### src/rtl/sram_ctrl_pkg.sv
`timescale 1ns/1ps
package sram_ctrl_pkg;

  typedef enum logic [1:0] {
    ST_IDLE    = 2'd0,
    ST_SETUP   = 2'd1,
    ST_STROBE  = 2'd2,
    ST_RECOVER = 2'd3
  } seq_state_e;

  // Round a nanosecond minimum up to whole clock cycles, never below one.
  function automatic int unsigned ns_to_cycles(input int unsigned ns,
                                               input int unsigned period_ns);
    int unsigned c;
    c = (ns + period_ns - 1) / period_ns;
    if (c < 1) c = 1;
    return c;
  endfunction

  function automatic int unsigned max_u(input int unsigned a,
                                        input int unsigned b);
    return (a > b) ? a : b;
  endfunction

  // Cycles still missing from a full cycle-time after fixed phases, floor one.
  function automatic int unsigned fill_cycles(input int unsigned total,
                                              input int unsigned used);
    return (total > used) ? (total - used) : 1;
  endfunction

endpackage

### src/rtl/sram_wait_timer.sv
`timescale 1ns/1ps
module sram_wait_timer #(
  parameter int unsigned CNT_W = 4
) (
  input  logic             clk,
  input  logic             rst_n,
  input  logic             load,
  input  logic [CNT_W-1:0] load_val,
  output logic             expire
);

  logic [CNT_W-1:0] cnt;

  // A phase loaded with N lasts exactly N cycles: N-1 is stored, expiry at 0.
  always_ff @(posedge clk or negedge rst_n) begin
    if (!rst_n) begin
      cnt <= '0;
    end else if (load) begin
      cnt <= load_val - CNT_W'(1);
    end else if (cnt != '0) begin
      cnt <= cnt - CNT_W'(1);
    end
  end

  assign expire = (cnt == '0);

  // once loaded, the count falls by one each cycle, so no phase is cut short
  p_count_down_r6: assert property (@(posedge clk) disable iff (!rst_n)
    (!load && cnt != '0) |=> (cnt == $past(cnt) - CNT_W'(1)));

endmodule

### src/rtl/sram_seq_fsm.sv
`timescale 1ns/1ps
module sram_seq_fsm
  import sram_ctrl_pkg::*;
#(
  parameter int unsigned CNT_W    = 4,
  parameter int unsigned AS_CYC   = 1,
  parameter int unsigned WR_CYC   = 1,
  parameter int unsigned RD_CYC   = 2,
  parameter int unsigned HOLD_CYC = 1
) (
  input  logic             clk,
  input  logic             rst_n,
  input  logic             req_valid,
  input  logic             req_write,
  output logic             req_ready,
  output logic             accept,
  input  logic             expire,
  output logic             load,
  output logic [CNT_W-1:0] load_val,
  output logic             sample,
  output logic             rsp_valid,
  output logic             cs_n,
  output logic             we_n,
  output logic             oe_n
);

  seq_state_e state, nxt;
  logic       is_wr, wr_nxt, done;

  assign req_ready = (state == ST_IDLE);
  assign accept    = req_valid && (state == ST_IDLE);
  assign wr_nxt    = (state == ST_IDLE) ? req_write : is_wr;

  always_comb begin
    nxt      = state;
    load     = 1'b0;
    load_val = '0;
    sample   = 1'b0;
    done     = 1'b0;
    unique case (state)
      ST_IDLE: begin
        if (req_valid) begin
          nxt      = ST_SETUP;
          load     = 1'b1;
          load_val = CNT_W'(AS_CYC);
        end
      end
      ST_SETUP: begin
        if (expire) begin
          nxt      = ST_STROBE;
          load     = 1'b1;
          load_val = is_wr ? CNT_W'(WR_CYC) : CNT_W'(RD_CYC);
        end
      end
      ST_STROBE: begin
        if (expire) begin
          nxt      = ST_RECOVER;
          load     = 1'b1;
          load_val = is_wr ? CNT_W'(HOLD_CYC) : CNT_W'(1);
          sample   = !is_wr;
        end
      end
      ST_RECOVER: begin
        if (expire) begin
          nxt  = ST_IDLE;
          done = 1'b1;
        end
      end
      default: nxt = ST_IDLE;
    endcase
  end

  // Strobes are registered from the next state so the pins never glitch.
  always_ff @(posedge clk or negedge rst_n) begin
    if (!rst_n) begin
      state     <= ST_IDLE;
      is_wr     <= 1'b0;
      rsp_valid <= 1'b0;
      cs_n      <= 1'b1;
      we_n      <= 1'b1;
      oe_n      <= 1'b1;
    end else begin
      state     <= nxt;
      is_wr     <= wr_nxt;
      rsp_valid <= done;
      cs_n      <= (nxt != ST_STROBE);
      we_n      <= !((nxt == ST_STROBE) && wr_nxt);
      oe_n      <= !((nxt == ST_STROBE) && !wr_nxt);
    end
  end

  // the RAM output is never enabled while a write is in progress
  p_we_oe_exclusive_r3: assert property (@(posedge clk) disable iff (!rst_n)
    !(!we_n && !oe_n));

  // an accepted request takes the ready flag away on the next cycle
  p_ready_drop_r2: assert property (@(posedge clk) disable iff (!rst_n)
    (req_valid && req_ready) |=> !req_ready);

  // when chip-select rises, all strobes stay high for the following cycle
  p_recover_high_r9: assert property (@(posedge clk) disable iff (!rst_n)
    $rose(cs_n) |=> (cs_n && we_n && oe_n));

  // the response lasts one cycle
  p_rsp_pulse_r10: assert property (@(posedge clk) disable iff (!rst_n)
    rsp_valid |=> !rsp_valid);

endmodule

### src/rtl/sram_data_path.sv
`timescale 1ns/1ps
module sram_data_path #(
  parameter int unsigned ADDR_W = 22
) (
  input  logic              clk,
  input  logic              rst_n,
  input  logic              accept,
  input  logic [ADDR_W-1:0] req_addr,
  input  logic              req_wdata,
  input  logic              sample,
  input  logic              mem_dout,
  input  logic              cs_n,
  input  logic              we_n,
  output logic [ADDR_W-1:0] mem_addr,
  output logic              mem_din,
  output logic              rsp_rdata
);

  // Address and data change only on acceptance, which happens in idle with
  // every strobe high; they then hold through setup, strobe and recovery.
  always_ff @(posedge clk or negedge rst_n) begin
    if (!rst_n) begin
      mem_addr <= '0;
      mem_din  <= 1'b0;
    end else if (accept) begin
      mem_addr <= req_addr;
      mem_din  <= req_wdata;
    end
  end

  always_ff @(posedge clk or negedge rst_n) begin
    if (!rst_n) begin
      rsp_rdata <= 1'b0;
    end else if (sample) begin
      rsp_rdata <= mem_dout;
    end
  end

  // the address does not move inside a write pulse
  p_addr_stable_r4: assert property (@(posedge clk) disable iff (!rst_n)
    (!cs_n && !we_n) |=> (cs_n || we_n || $stable(mem_addr)));

  // the address is already settled when chip-select falls
  p_addr_setup_r5: assert property (@(posedge clk) disable iff (!rst_n)
    $fell(cs_n) |-> $stable(mem_addr));

endmodule

### src/rtl/sram_strobe_ctrl.sv
`timescale 1ns/1ps
module sram_strobe_ctrl
  import sram_ctrl_pkg::*;
#(
  parameter int unsigned ADDR_W        = 22,
  parameter int unsigned CLK_PERIOD_NS = 8,
  parameter int unsigned T_AS_NS       = 0,
  parameter int unsigned T_DH_NS       = 0,
  parameter int unsigned T_WC_NS       = 10,
  parameter int unsigned T_WP_NS       = 7,
  parameter int unsigned T_CW_NS       = 7,
  parameter int unsigned T_AW_NS       = 7,
  parameter int unsigned T_DW_NS       = 5,
  parameter int unsigned T_RC_NS       = 10,
  parameter int unsigned T_AA_NS       = 10,
  parameter int unsigned T_ACS_NS      = 10,
  parameter int unsigned T_OE_NS       = 5
) (
  input  logic              clk,
  input  logic              rst_n,
  input  logic              req_valid,
  output logic              req_ready,
  input  logic              req_write,
  input  logic [ADDR_W-1:0] req_addr,
  input  logic              req_wdata,
  output logic              rsp_valid,
  output logic              rsp_rdata,
  output logic [ADDR_W-1:0] mem_addr,
  output logic              mem_din,
  input  logic              mem_dout,
  output logic              mem_cs_n,
  output logic              mem_we_n,
  output logic              mem_oe_n
);

  localparam int unsigned AS_CYC   = ns_to_cycles(T_AS_NS, CLK_PERIOD_NS);
  localparam int unsigned HOLD_CYC = ns_to_cycles(T_DH_NS, CLK_PERIOD_NS);
  localparam int unsigned WPULSE   = max_u(max_u(ns_to_cycles(T_WP_NS, CLK_PERIOD_NS),
                                                 ns_to_cycles(T_CW_NS, CLK_PERIOD_NS)),
                                           max_u(ns_to_cycles(T_DW_NS, CLK_PERIOD_NS),
                                                 fill_cycles(ns_to_cycles(T_AW_NS, CLK_PERIOD_NS), AS_CYC)));
  localparam int unsigned WR_CYC   = max_u(WPULSE,
                                           fill_cycles(ns_to_cycles(T_WC_NS, CLK_PERIOD_NS),
                                                       AS_CYC + HOLD_CYC));
  localparam int unsigned RWIN     = max_u(max_u(ns_to_cycles(T_AA_NS, CLK_PERIOD_NS),
                                                 ns_to_cycles(T_ACS_NS, CLK_PERIOD_NS)),
                                           ns_to_cycles(T_OE_NS, CLK_PERIOD_NS));
  localparam int unsigned RD_CYC   = max_u(RWIN,
                                           fill_cycles(ns_to_cycles(T_RC_NS, CLK_PERIOD_NS),
                                                       AS_CYC + 1));
  localparam int unsigned MAX_CYC  = max_u(max_u(AS_CYC, HOLD_CYC), max_u(WR_CYC, RD_CYC));
  localparam int unsigned CNT_W    = $clog2(MAX_CYC + 1);

  logic             accept, load, expire, sample;
  logic [CNT_W-1:0] load_val;

  sram_wait_timer #(.CNT_W(CNT_W)) u_timer (
    .clk      (clk),
    .rst_n    (rst_n),
    .load     (load),
    .load_val (load_val),
    .expire   (expire)
  );

  sram_seq_fsm #(
    .CNT_W    (CNT_W),
    .AS_CYC   (AS_CYC),
    .WR_CYC   (WR_CYC),
    .RD_CYC   (RD_CYC),
    .HOLD_CYC (HOLD_CYC)
  ) u_fsm (
    .clk       (clk),
    .rst_n     (rst_n),
    .req_valid (req_valid),
    .req_write (req_write),
    .req_ready (req_ready),
    .accept    (accept),
    .expire    (expire),
    .load      (load),
    .load_val  (load_val),
    .sample    (sample),
    .rsp_valid (rsp_valid),
    .cs_n      (mem_cs_n),
    .we_n      (mem_we_n),
    .oe_n      (mem_oe_n)
  );

  sram_data_path #(.ADDR_W(ADDR_W)) u_data (
    .clk       (clk),
    .rst_n     (rst_n),
    .accept    (accept),
    .req_addr  (req_addr),
    .req_wdata (req_wdata),
    .sample    (sample),
    .mem_dout  (mem_dout),
    .cs_n      (mem_cs_n),
    .we_n      (mem_we_n),
    .mem_addr  (mem_addr),
    .mem_din   (mem_din),
    .rsp_rdata (rsp_rdata)
  );

  // with reset released and no access running, all strobes are high
  p_idle_strobes_r1: assert property (@(posedge clk) disable iff (!rst_n)
    (req_ready && !$past(req_valid && req_ready)) |-> (mem_cs_n && mem_we_n && mem_oe_n));

endmodule

### config.mk
export PLATFORM = sky130hd
export DESIGN_NAME = sram_strobe_ctrl
export DESIGN_NICKNAME = d
export VERILOG_FILES = /design/src/rtl/sram_ctrl_pkg.sv /design/src/rtl/sram_wait_timer.sv /design/src/rtl/sram_seq_fsm.sv /design/src/rtl/sram_data_path.sv /design/src/rtl/sram_strobe_ctrl.sv
export SDC_FILE = /design/constraint.sdc
export NUM_CORES = 1
export LEC_CHECK = 0
export ABC_AREA = 1
export CAP_MARGIN = 5
export CORE_ASPECT_RATIO = 1.1
export CORE_UTILIZATION = 45
export DETAILED_ROUTE_END_ITERATION = 16
export GPL_ROUTABILITY_DRIVEN = 0
export HOLD_SLACK_MARGIN = 0.02
export PLACE_DENSITY_LB_ADDON = 0.3
export SLEW_MARGIN = 5
export SYNTH_ARGS = -nofsm -noshare
export SYNTH_HDL_FRONTEND = slang
export SYNTH_SLANG_ARGS = --single-unit
### constraint.sdc
create_clock -name clk -period 2.2 [get_ports clk]
set_input_delay 0.33 -clock clk [delete_from_list [all_inputs] [get_ports clk]]
set_output_delay 0.33 -clock clk [all_outputs]
set_load 0.05 [all_outputs]
# Word-level counts from Yosys, hierarchy flattened
# Cells that the tools add are included.
# W data, S select, Z words.
[word_totals] out_inout_bits=29 register_bits=33
[classes] n_mux=19 n_reduce_logical=12 eq_ne=5 addsub=2
[op_table] cell="$mux W2" count=8
[op_table] cell="$mux W1" count=8
[op_table] cell="$pmux W2 S4" count=1
[op_table] cell="$eq A2 B2 Y1 const B" count=3
[op_table] cell="$pmux W2 S3" count=1
[op_table] cell="$logic_not A1 Y1" count=4
[op_table] cell="$logic_not A2 Y1" count=2
[op_table] cell="$reduce_bool A2 Y1" count=2
[op_table] cell="$sub A2 B1 Y2 const B" count=2
[op_table] cell="$logic_and A1 B1 Y1" count=3
[op_table] cell="$eq A2 B1 Y1 const B" count=1
[op_table] cell="$ne A2 B2 Y1 const B" count=1
[op_table] cell="$pmux W1 S2" count=1
[op_table] cell="$reduce_or A2 Y1" count=1

# Logic depth before layout (Yosys ltp)
# Gate-level depths: netlist of the first run.
[depth] depth_word=6 mapped_depth=10 mapped_depth_nobuf=10

# Hierarchy
# Synthesis of the first run repeated with hierarchy kept, for this count alone.
[unflattened] cells_unflattened=176 hier_area_um2=1472.7
[by_module_without_submodules] module="sram_data_path" cells_per_inst=102 n_inst=1 area_per_inst_um2=915.9
[by_module_without_submodules] module="sram_seq_fsm" cells_per_inst=56 n_inst=1 area_per_inst_um2=440.4
[by_module_without_submodules] module="sram_wait_timer" cells_per_inst=18 n_inst=1 area_per_inst_um2=116.4

# Worst setup path before layout of the first run
# OpenSTA, ideal clock, no wires.
[synth_timing] kind="register to register" start="reg u_fsm.state[1]" end="reg u_timer.cnt[1]" required_ns=2.082 stages_incl_launch_ff=10 t_arrival_ns=1.628 setup_slack_ns=0.455 path_buffers=0 cell_sequence="dfrtp_1 inv_1 ha_1 nand2_4 a21oi_1 nand2_1 nand2_1 nand2_1 nand2_1 nor2_2"
[synth_via] elab_chain_cells=4
[synth_rtl] element="start, declared" line_no="sram_seq_fsm.sv:27" text="seq_state_e state, nxt;"
[synth_rtl] element="start signal, assigned" line_no="sram_seq_fsm.sv:83" text="state <= nxt;"
[synth_rtl] element="$logic_not A2 Y1 *"
[synth_rtl] element="net req_ready" line_no="sram_strobe_ctrl.sv:22" text="output logic req_ready,"
[synth_rtl] element="$pmux W2 S3" line_no="sram_seq_fsm.sv:40" text="unique case (state)"
[synth_rtl] element="$sub A2 B1 Y2" line_no="sram_wait_timer.sv:19" text="cnt <= load_val - CNT_W'(1);"
[synth_rtl] element="$mux W2" line_no="sram_wait_timer.sv:18" text="end else if (load) begin"
[synth_rtl] element="end signal, assigned" line_no="sram_wait_timer.sv:19"
[synth_rtl] element="end signal, assigned" line_no="sram_wait_timer.sv:21" text="cnt <= cnt - CNT_W'(1);"
[synth_rtl] element="end, declared" line_no="sram_wait_timer.sv:12" text="logic [CNT_W-1:0] cnt;"
# Mark *: on every way through the listed nets, which the timed path passes. The rest lies on a longest branch.
# A chain may end at the register's enable or synchronous reset.

# Worst setup path after layout of the first run
[layout_timing] start="reg u_fsm.we_n" end="out mem_we_n"
[layout_rtl] element="start, declared" line_no="sram_seq_fsm.sv:23" text="output logic we_n,"
[layout_rtl] element="start signal, assigned" line_no="sram_seq_fsm.sv:87" text="we_n <= !((nxt == ST_STROBE) && wr_nxt);"
[layout_rtl] element="end, declared" line_no="sram_strobe_ctrl.sv:32" text="output logic mem_we_n,"
# No word-level cell between the ends.

==> qor.txt, run 1 <==
H-tree depth: 2
Root Buffer: clkbuf_4
fraction of layout cells with a size suffix above 1: 10.5%
DP HPWL: 2440 um
critical path type: reg2out
Hold Crit Class: in2async
Int Pwr: 1.79 mW
vias in the first global route: 1228
most frequent cells in the layout: nand2_1, clkdlybuf4s50_1, dfrtp_1, inv_1
largest area contributor in the netlist: dfrtp_1
ANT cells: 0
XOR/XNOR Fraction of Synth Area: 0%
unrepaired setup endpoints after global routing: no
DRT iter0 DRCs: 45
simple-gate area share of the yosys netlist: 29.9%
pin count of the biggest net entering global routing: 34
R2R setup slack: 0.41 ns
fmax: 507 MHz
clk sinks: 33
fin crit share: 89.7%
Synth Register Bits: 33
setup violators final: 0
DR pass1 iterations: 4
total track usage: 20.4%
vias: 1253
Slew headroom: 66.3%
post-synth top area share: 51.5%
Post-Route Setup TNS: 0 ns
Via-to-Cell Ratio: 4.78
die width: 56.3 um
Sw Share: 51.9%
Total Power: 3.72 mW
CTS tree: done
CP arrival: 1.64 ns
R2R depth: 10
Clock Power Share: 8.5%
fillers: 256
syn nets: 199
Biggest register: u_data.mem_addr
CTS Buffer Depth: 2
peak supply drop: 1.27 mV
R2R Path Start: u_fsm.state[0]
Starting Density: 47.5%
WP buf/inv: 1
Gate power share: 62.7%
top post-synthesis cells by area: dfrtp_1, nand2_1, dfstp_2, ha_1, inv_1
Power Density: 1770 nW/um2
max FFs per register: 22
drc violations: 0
number of max-cap violations: 0
Slowest-stage cell, CP: clkdlybuf4s50_1
worst endpoint required time: 1.87 ns
endpoints failing hold: 0
min Tclk post-route: 1.97 ns
synthesized instance count: 166
Sw Pwr: 1.93 mW
WL per Instance: 12.3 um
Post-CTS Hold Buffers: 0
Routed WL: 3230 um
r2r endpoint: u_timer.cnt[1]
crit-path cells: clkdlybuf4s50_1
TritonCTS Buffers: 5
Worst path max stage delay: 0.79 ns
count of different cell masters after synthesis: 22
# rows: 21
commonest non-fill, non-tap cell in the layout: nand2_1
PortBufs: 56
Final nets: 260
grt ovf: 0
CTS resizes: 0
crit start category: register
adder and majority gate portion of the synthesized area: 4.29%
CP endpoint kind: primary output
top flop regs: u_data.mem_addr: 22 flops, u_fsm.state: 2 flops, u_timer.cnt: 2 flops
Worst Tran Pin Value: 0.504 ns
first-pass GRT wire length: 5190 um
Final Skew: 0.0106 ns
antenna-violating nets left: 0
P&R area growth vs syn: 44.5%
Die Y: 61.7 um
Post-Syn Area: 1460 um2
Top Family by Delay on Critical Path: buffers and inverters
outcome: finished clean
post-synthesis sequential area ratio: 56.9%
die area: 3470 um2
crit-path max FO: 1
Slew Limit Fails: 0
number of post-CTS setup repair buffers: 0
initial antenna violation count: 0
boundary pin count: 57
Syn Area/Cell: 8.79 um2
post-synthesis mux area share: 0.772%
clk_lat worst skew: 0.33 ns
Synth Area in Compound Gates: 3.60%
P_leak: 1.07 nW
core area: 3070 um2
Flop pwr share: 28.9%
YS warnings: 0
CTS clk-pin slew, worst paths: 0.10 ns
largest family of logic cells by synthesized area: simple AND/OR/NAND/NOR gates
==> cell usage after synthesis <==
master    instances
nand3_1           2
clkbuf_1          2
nand2_4           4
o21ai_0           4
nand2_1          83
o21ai_1           2
nand4_1           2
nor2_1            4
nand2_2           1
inv_1            12
a21boi_0          1
nand3_2           1
dfrtp_1          30
and2_4            1
ha_1              5
inv_2             1
nor2_4            1
mux2_2            1
a21oi_1           3
dfstp_2           3
nor2_2            1
buf_2             2
==> power by group through the flow <==
stage          clock network [mW]  registers, mW  logic, mW
4_1_cts                     0.328           1.08       2.35
6_report                    0.316           1.07       2.33
3_5_place_dp                    0           1.08       2.34
5_1_grt                     0.356           1.11       2.51
2_1_floorplan                   0           1.86      0.834
3_3_place_gp                    0           1.07       2.27
==> worst max-delay path by stage <==
stage,from,end,slack [ns],cells past startpoint
final,u_fsm.we_n,mem_we_n,0.23,1
after global routing,u_fsm.oe_n,mem_oe_n,0.18,1
after CTS,u_fsm.we_n,mem_we_n,0.20,1
after detailed placement,req_valid,u_timer.cnt[1],0.37,9
after global placement,req_valid,u_timer.cnt[1],0.46,9
after floorplan,u_fsm.state[1],u_timer.cnt[1],0.45,9
==> cell type report <==
class                           instances  area, um2  share of cell area, %
Inverter                               13       48.8                   2.31
Tap cell                               34       42.5                   2.02
Sequential cell                        33        830                   39.3
Clock inverter                          2       10.0                  0.475
Multi-Input combinational cell        116        563                   26.7
Clock buffer                            6       41.3                   1.96
Timing Repair Buffer                   58        573                   27.2
==> cell families after synthesis <==
logic type	after synthesis
flops	33
mux	1
compound gates	10
simple gates	100
fa+ha+maj	5
buf+inv	17
==> metrics by stage <==
step	utilization [%]	hold WS (ns)	worst slack [ns]	std cells	instance area (um2)
finish	68.6	0.377	0.226	262	2110
global route	68.6	0.403	0.176	262	2110
CTS	68.6	0.384	0.203	262	2110
detailed placement	66.9	0.464	0.374	254	2060
global placement	66.9	0.468	0.464	254	2060
floorplan	-	0.0344	0.455	166	1460
==> per-layer routing <==
layer	share of wire (%)	track usage, %	up-vias
met5	0	0	-
met4	2.5	13.6	0
met3	4.2	4.14	9
met2	51	35.4	44
met1	42	23.8	575
li1	-	-	625
(Power assumes the default switching activity.)
==> run 2: changes to the inputs <==
--- a/config.mk
+++ b/config.mk
@@ -9,6 +9,7 @@
 export CAP_MARGIN = 5
 export CORE_ASPECT_RATIO = 1.1
 export CORE_UTILIZATION = 45
+export CTS_CLUSTER_SIZE = 28
 export DETAILED_ROUTE_END_ITERATION = 16
 export GPL_ROUTABILITY_DRIVEN = 0
 export HOLD_SLACK_MARGIN = 0.02
==> results of run 2 <==
Same layout as run 1: the final DEF is identical, and so are final timing and power.
==> run 3: changes to the inputs <==
--- a/config.mk
+++ b/config.mk
@@ -8,7 +8,7 @@
 export ABC_AREA = 1
 export CAP_MARGIN = 5
 export CORE_ASPECT_RATIO = 1.1
-export CORE_UTILIZATION = 45
+export CORE_UTILIZATION = 46
 export CTS_CLUSTER_SIZE = 28
 export DETAILED_ROUTE_END_ITERATION = 16
 export GPL_ROUTABILITY_DRIVEN = 0
==> run 3 against run 2 <==
Net effect: combinational power about the same; highest routed layer unchanged; global-route usage is 0.15 points higher; first-iteration DRC count down 60%; clock power increased by 24%; cell area is 0.89% higher; routed wire length fell by 0.19%; die area is 2.1% lower; clock skew is 0.0088 ns lower; core utilization rose by 1.8 points.
==> qor.txt, run 3 (synthesis results as in run 1) <==
PortBufs: 56 (unchanged)
fraction of layout cells with a size suffix above 1: 11.0% (+0.44 points)
die width: 55.7 um (-1.1%)
R2R setup slack: 0.51 ns (+0.10 ns)
P_leak: 1.08 nW (+0.87%)
DP HPWL: 2320 um (-5.0%)
setup violators final: 0 (unchanged)
fin crit share: 90.3% (+0.60 points)
Starting Density: 48.3% (+0.83 points)
top flop regs: u_data.mem_addr: 22 flops, u_fsm.state: 2 flops, u_timer.cnt: 2 flops
Biggest register: u_data.mem_addr
Routed WL: 3220 um (-0.19%)
vias: 1275 (+1.8%)
DP Area: 2060 um2 (unchanged)
CTS clk-pin slew, worst paths: 0.10 ns (about the same)
max FFs per register: 22 (unchanged)
Post-Route Setup TNS: 0 ns (unchanged)
boundary pin count: 57 (unchanged)
unrepaired setup endpoints after global routing: no
number of max-cap violations: 0 (unchanged)
pin count of the biggest net entering global routing: 34 (unchanged)
post-route cell area: 2130 um2 (+0.89%)
vias in the first global route: 1240 (+0.98%)
GRT busiest layer: met2
H-tree depth: 2 (unchanged)
clk sinks: 33 (unchanged)
Slowest-stage cell, CP: clkdlybuf4s50_1
Worst Tran Pin Value: 0.520 ns (+0.0169 ns)
core area: 3020 um2 (-1.7%)
worst endpoint required time: 1.87 ns (about the same)
clk_lat worst skew: 0.34 ns (about the same)
crit-path cells: clkdlybuf4s50_1
CTS tree: done
total track usage: 20.6% (+0.15 points)
Top Family by Delay on Critical Path: buffers and inverters
outcome: finished clean
die area: 3400 um2 (-2.1%)
commonest non-fill, non-tap cell in the layout: nand2_1
Die Y: 61.1 um (-1.1%)
Post-CTS Hold Buffers: 0 (unchanged)
Worst path max stage delay: 0.79 ns (about the same)
CP endpoint kind: primary output
DRT iter0 DRCs: 18 (-60%)
storage element area: 830 um2 (unchanged)
antenna-violating nets left: 0 (unchanged)
most frequent cells in the layout: nand2_1, clkdlybuf4s50_1, dfrtp_1, inv_1
drc violations: 0 (unchanged)
fillers: 231 (-9.8%)
Slew Limit Fails: 0 (unchanged)
met1 Resource Use GR: 21.5% (-2.3 points)
min Tclk post-route: 1.99 ns (+0.0132 ns)
fmax: 503 MHz (-0.66%)
grt ovf: 0 (unchanged)
CTS Buffer Depth: 2 (unchanged)
WP buf/inv: 1 (unchanged)
critical path type: reg2out
initial antenna violation count: 0 (unchanged)
TritonCTS Buffers: 5 (unchanged)
CP arrival: 1.66 ns (+0.02 ns)
number of post-CTS setup repair buffers: 0 (unchanged)
WL per Instance: 12.3 um (-0.19%)
GR Layer Usage met2: 38.9% (+3.5 points)
met3 GRT Util: 5.04% (+0.90 points)
area of the multi-input gates: 563 um2 (unchanged)
peak supply drop: 1.24 mV (-2.3%)
CTS resizes: 0 (unchanged)
Via-to-Cell Ratio: 4.87 (+1.8%)
P&R area growth vs syn: 45.8%
Final Skew: 0.00181 ns (-0.00875 ns)
Hold Crit Class: in2async
Power Density: 1780 nW/um2 (+1.0%)
first-pass GRT wire length: 5230 um (+0.81%)
Slew headroom: 65.2% (-1.1 points)
crit-path max FO: 1 (unchanged)
DR pass1 iterations: 4 (unchanged)
endpoints failing hold: 0 (unchanged)
hold_ws: 0.380 ns (+0.00381 ns)
crit start category: register
ANT cells: 0 (unchanged)
Root Buffer: clkbuf_4
# rows: 21 (unchanged)
Final nets: 260 (unchanged)
==> run 3: where the power goes <==
group	total, mW	internal [mW]	leakage, nW	switching (mW)
Clock	0.393	0.185	0.0413	0.208
Combinational	2.34	0.769	0.632	1.57
Sequential	1.07	0.900	0.403	0.166
==> run 3: area by class of cell <==
type,count,area share (%)
clock inverters,1,0.235
repair buffers,58,26.9
multi-input cells,116,26.5
inverters,13,2.29
clock buffers,7,3.06
well taps,34,2.00
flip-flops and latches,33,39.0
==> run 3: path summary, 6_finish.rpt <==
path,startpoint,endpoint,cells past startpoint
hold reg to reg,u_data.mem_addr[3],u_data.mem_addr[3],2
min in group clk,u_data.mem_addr[3],u_data.mem_addr[3],2
setup reg to reg,u_fsm.state[1],u_timer.cnt[1],9
hold / removal,rst_n,u_data.rsp_rdata,2
max in group asynchronous,rst_n,u_fsm.oe_n,2
setup / recovery,u_fsm.cs_n,mem_cs_n,1
==> run 3: per-stage QoR <==
step	total power, mW	utilization, %	cells	setup WS, ns
after floorplan	2.69	-	166	0.455
after global placement	3.34	68.1	254	0.531
after detailed placement	3.41	68.1	254	0.474
after CTS	3.82	70.4	262	0.193
after global routing	4.04	70.4	262	0.169
final	3.79	70.4	262	0.213
==> run 3: layer usage <==
layer  vias up  share of wire [%]
li1        633                  -
met2        34                 53
met4         0                2.2
met1       600                 40
met3         8                5.1
met5         -                  0
==> run 3: worst register-to-register path, cell delays in order, from the launching register on <==
cell and delay, ns:
dfrtp_1 0.41, inv_1 0.13, ha_1 0.28, nand2_4 0.21, a21oi_1 0.22, nand2_1 0.08, nand2_1 0.08, nand2_1 0.06
nand2_1 0.09, nor2_2 0.03
